### config.mk
export PLATFORM = sky130hd
export DESIGN_NAME = spi_sclk_gen
export DESIGN_NICKNAME = d
export VERILOG_FILES = /design/src/rtl/spi_sclk_gen.sv
export SDC_FILE = /design/constraint.sdc
export NUM_CORES = 1
export LEC_CHECK = 0
export BUFFER_PORTS_ARGS = -buffer_cell sky130_fd_sc_hd__buf_4
export CAP_MARGIN = 0
export CELL_PAD_IN_SITES_DETAIL_PLACEMENT = 1
export CELL_PAD_IN_SITES_GLOBAL_PLACEMENT = 1
export CORE_MARGIN = 2
export CORE_UTILIZATION = 32
export CTS_CLUSTER_DIAMETER = 100
export CTS_CLUSTER_SIZE = 25
export DETAILED_ROUTE_END_ITERATION = 8
export PLACE_DENSITY = 0.78
export SYNTH_ARGS = -nofsm -noshare
export SYNTH_HDL_FRONTEND = slang
export SYNTH_SLANG_ARGS = --single-unit
### constraint.sdc
create_clock -name clk -period 1.4 [get_ports clk]
set_input_delay 0.14 -clock clk [delete_from_list [all_inputs] [get_ports clk]]
set_output_delay 0.14 -clock clk [all_outputs]
set_load 0.01 [all_outputs]
### src/rtl/spi_sclk_gen.sv
`timescale 1ns/1ps
module spi_sclk_gen #(
  parameter int PRE_W = 4,
  parameter int CNT_W = 6
) (
  input  logic             clk,
  input  logic             rst_n,
  input  logic             en,
  input  logic             bypass,
  input  logic [PRE_W-1:0] pre_div,
  input  logic [CNT_W-1:0] lo_cmp,
  input  logic [CNT_W-1:0] hi_cmp,
  input  logic             idle_high,
  input  logic             sclk_off,
  output logic             sclk,
  output logic             lead_stb,
  output logic             trail_stb
);

  logic [PRE_W-1:0] pcnt;
  logic [CNT_W-1:0] ncnt;
  logic             phase;
  logic             lead_q, trail_q;

  wire run    = en & ~bypass;
  wire tick   = run & (pcnt == pre_div);
  wire at_hi  = (ncnt == hi_cmp);
  wire at_lo  = (ncnt == lo_cmp);
  wire go_act = tick & at_hi & ~at_lo;
  wire go_idl = tick & at_lo & ~at_hi;
  wire flip   = tick & at_hi & at_lo;

  always_ff @(posedge clk) begin
    if (!rst_n || !run) begin
      pcnt    <= '0;
      ncnt    <= '0;
      phase   <= 1'b0;
      lead_q  <= 1'b0;
      trail_q <= 1'b0;
    end else begin
      pcnt    <= tick ? '0 : pcnt + 1'b1;
      if (tick) ncnt <= at_lo ? '0 : ncnt + 1'b1;
      if (go_act)      phase <= 1'b1;
      else if (go_idl) phase <= 1'b0;
      else if (flip)   phase <= ~phase;
      lead_q  <= go_act | (flip & ~phase);
      trail_q <= go_idl | (flip & phase);
    end
  end

  wire pass = en & bypass;

  assign sclk      = sclk_off ? idle_high :
                     pass     ? (clk ^ idle_high) : (phase ^ idle_high);
  assign lead_stb  = pass | lead_q;
  assign trail_stb = pass | trail_q;

endmodule


==> flow_summary.toml <==
[global_route]
grt_pass1_wl_mm = 3.91
grt-ovfl-total = 0
grt_max_degree = 12
antenna_found_initial = 0
grt_pass1_vias = 894
grt_usage_pct = 19.7

[detailed_routing]
wl_mm = 2.52
drc = 0
drt_iter0_drc = 2
ant_nets = 0
num_vias = 844
drt-vias-per-instance = 5.05
first_pass_iters = 2
drt-wirelength-per-cell_um = 15.1

[timing]
max_freq_mhz = 672
setup_viol = 4
fin_crit_sh_pct = 106
relSlewSlack_pct = 80.4
hold_viol_final = 0
worstMarginPinSlew_ns = 0.290
layout_setup_ws_ns = -0.0884
drv_slew = 0
rsz0062_at_grt = "yes"
period_needed_ns = 1.49
fin_skew_ns = 0.00707
hold_ws_ns = 0.149

[finish]
areaGrowthSynthToFinish_pct = 51.1
drive_above_1_share_pct = 51.1
diodes = 0
final_cell_mix = "39 x buf_4, 11 x nand2_1, 9 x xor2_1, 9 x nand3_1, 8 x xnor2_1"
layout_commonest_cell = "buf_4"
nets = 162

[die]
die_w_um = 54.6
num_rows = 18
io_pins = 25
fp.dieH_um = 54.6
start_util_pct = 33.3
die_area_sq_um = 2980
coreArea_sq_um = 2450

[pwr]
pwr_density_cell_nw_per_um2 = 686
pwr-share-clk_pct = 42.4
p_comb_share_pct = 14.1
irDropWorstVdd_mv = 0.591
power_frac_seq_pct = 43.5
p_leak_nw = 0.544
p_sw_share_pct = 25.9
p_int_uw = 628
p_switching_uw = 220

[outcome]
violations = "setup timing"
status = "finished, violations left"

[synthesis]
yosys.area.top_type = "dfxtp_1"
postSynthAreaPerCell_sq_um = 8.52
ys_warn_count = 0
syn_area_sq_um = 818
synthCells = 96
synth-seq-cells = 13
ys_top_cells_by_area = "dfxtp_1 32%, xor2_1 11%, xnor2_1 9.6%, nand3_1 6.1%, nand2_1 5.5%"
synthDistinctLibCells = 33
synth_ff_type = "dfxtp_1"
synth_nets = 120
postSynth.asyncResetShare_pct = 0
synth_top_area_share_pct = 31.8
seq_area_frac_synth_pct = 31.8
synth_edf_count = 0

[setup_path]
crit_buf_inv = 1
cp_max_fo = 4
critical_path_arrival_ns = 1.76
critPathSlowestCell = "dfxtp_4"
start_kind = "flop"
end_kind = "flop"
path_delay_family = "simple AND/OR/NAND/NOR gates"
crit_path_cell_trace = "buf_4, nand2_1, or2_2, and3_2, a32oi_1, o41ai_1"
slowest_delay_ns = 0.38
critPathRequiredTime_ns = 1.68
path_class = "flop to flop"
ff2ff_setup_slack_ns = -0.09

[cts]
insertion_delay_ns = 0.40
ctsHoldBuffers = 0
cts_tree = "done"
clk_pin_slew_ns = 0.09

[place]
place_ws_ns = -0.127
place_hpwl_mm = 1.82
portBuffers = 24
place.gp.congestion = 0.747

[flow_run]
maxCapViolCount = 0

[hold_path]
hold_path_class = "input pin to flop"
## per-stage QoR
stage               TNS, ns  power [mW]  util (%)  instances  area [sq um]
detailed placement   -0.845       0.514      44.7        158          1100
finish               -0.158       0.848      50.4        167          1240
floorplan                 0       0.434         -         96           818
global route         -0.629       0.892      50.4        167          1240
global placement    -0.0487       0.509      44.7        158          1100
CTS                  -0.254       0.850      48.4        165          1190
## layer usage
layer  up-vias  share of wire (%)  track usage [%]
met5         -                  0                0
met4         0                3.7             15.4
met3        10                5.1             7.92
met2        25                 49             30.3
met1       393                 42             21.4
li1        416                  -                -
## power by group through the flow
stage	logic (mW)	registers [mW]	clock network, mW
after detailed placement	0.110	0.381	0.0223
after CTS	0.116	0.368	0.365
after global placement	0.105	0.381	0.0223
after global routing	0.130	0.369	0.392
final	0.119	0.369	0.359
after floorplan	0.0384	0.381	0.0143
## state kept, by name (all words and copies together) (netlist names)
register  count
lead_q        1
ncnt          6
pcnt          4
phase         1
trail_q       1
## worst register-to-register path, delay by kind of cell (launching register included)
family	cells	cell delay, ns
and+or+nand+nor	3	0.56
buffers and inverters	1	0.12
AOI/OAI and AO/OA	2	0.31
DFF	1	0.38
## Yosys cell counts (2+ instances only)
library cell and instances:
a21oi_1 2, a31oi_1 2, a32oi_1 2, and3_2 2, buf_6 2, dfxtp_1 13
ha_1 2, nand2_1 12, nand2b_1 3, nand3_1 10, nor2_1 5, nor4_1 2
o41ai_1 2, xnor2_1 9, xor2_1 10
## path summary, 6_finish.rpt
kind / startpoint / to / cells past startpoint
setup / recovery: ncnt[3] / ncnt[5] / 6
hold / removal: hi_cmp[5] / phase / 4
setup reg to reg: ncnt[3] / ncnt[5] / 6
hold reg to reg: ncnt[4] / ncnt[4] / 2
## timing repair
action / 4_1_cts / 5_1_grt
buffers inserted: 1 / 2
endpoints found under the setup margin: 10 / 10
gates resized for setup: 15 / 9
endpoints found under the hold margin: 0 / 0
pin swaps: 7 / 4
## final cells by class
type                       instances  area (sq um)
inverter                           1          3.75
fill                             300          1220
clock buffer                       7          48.8
sequential                        13           277
tap                               30          37.5
multi-input combinational         76           562
timing repair buffer              40           308
## cells by family after synthesis
kind of cell / share of synthesized area [%]
AND/OR/NAND/NOR: 26.8
XOR/XNOR: 20.3
flip-flops: 31.8
AO/OA/AOI/OAI: 12.2
buffers and inverters: 5.81
adder cells (fa/ha/maj): 3.06
(Power assumes the default switching activity.)
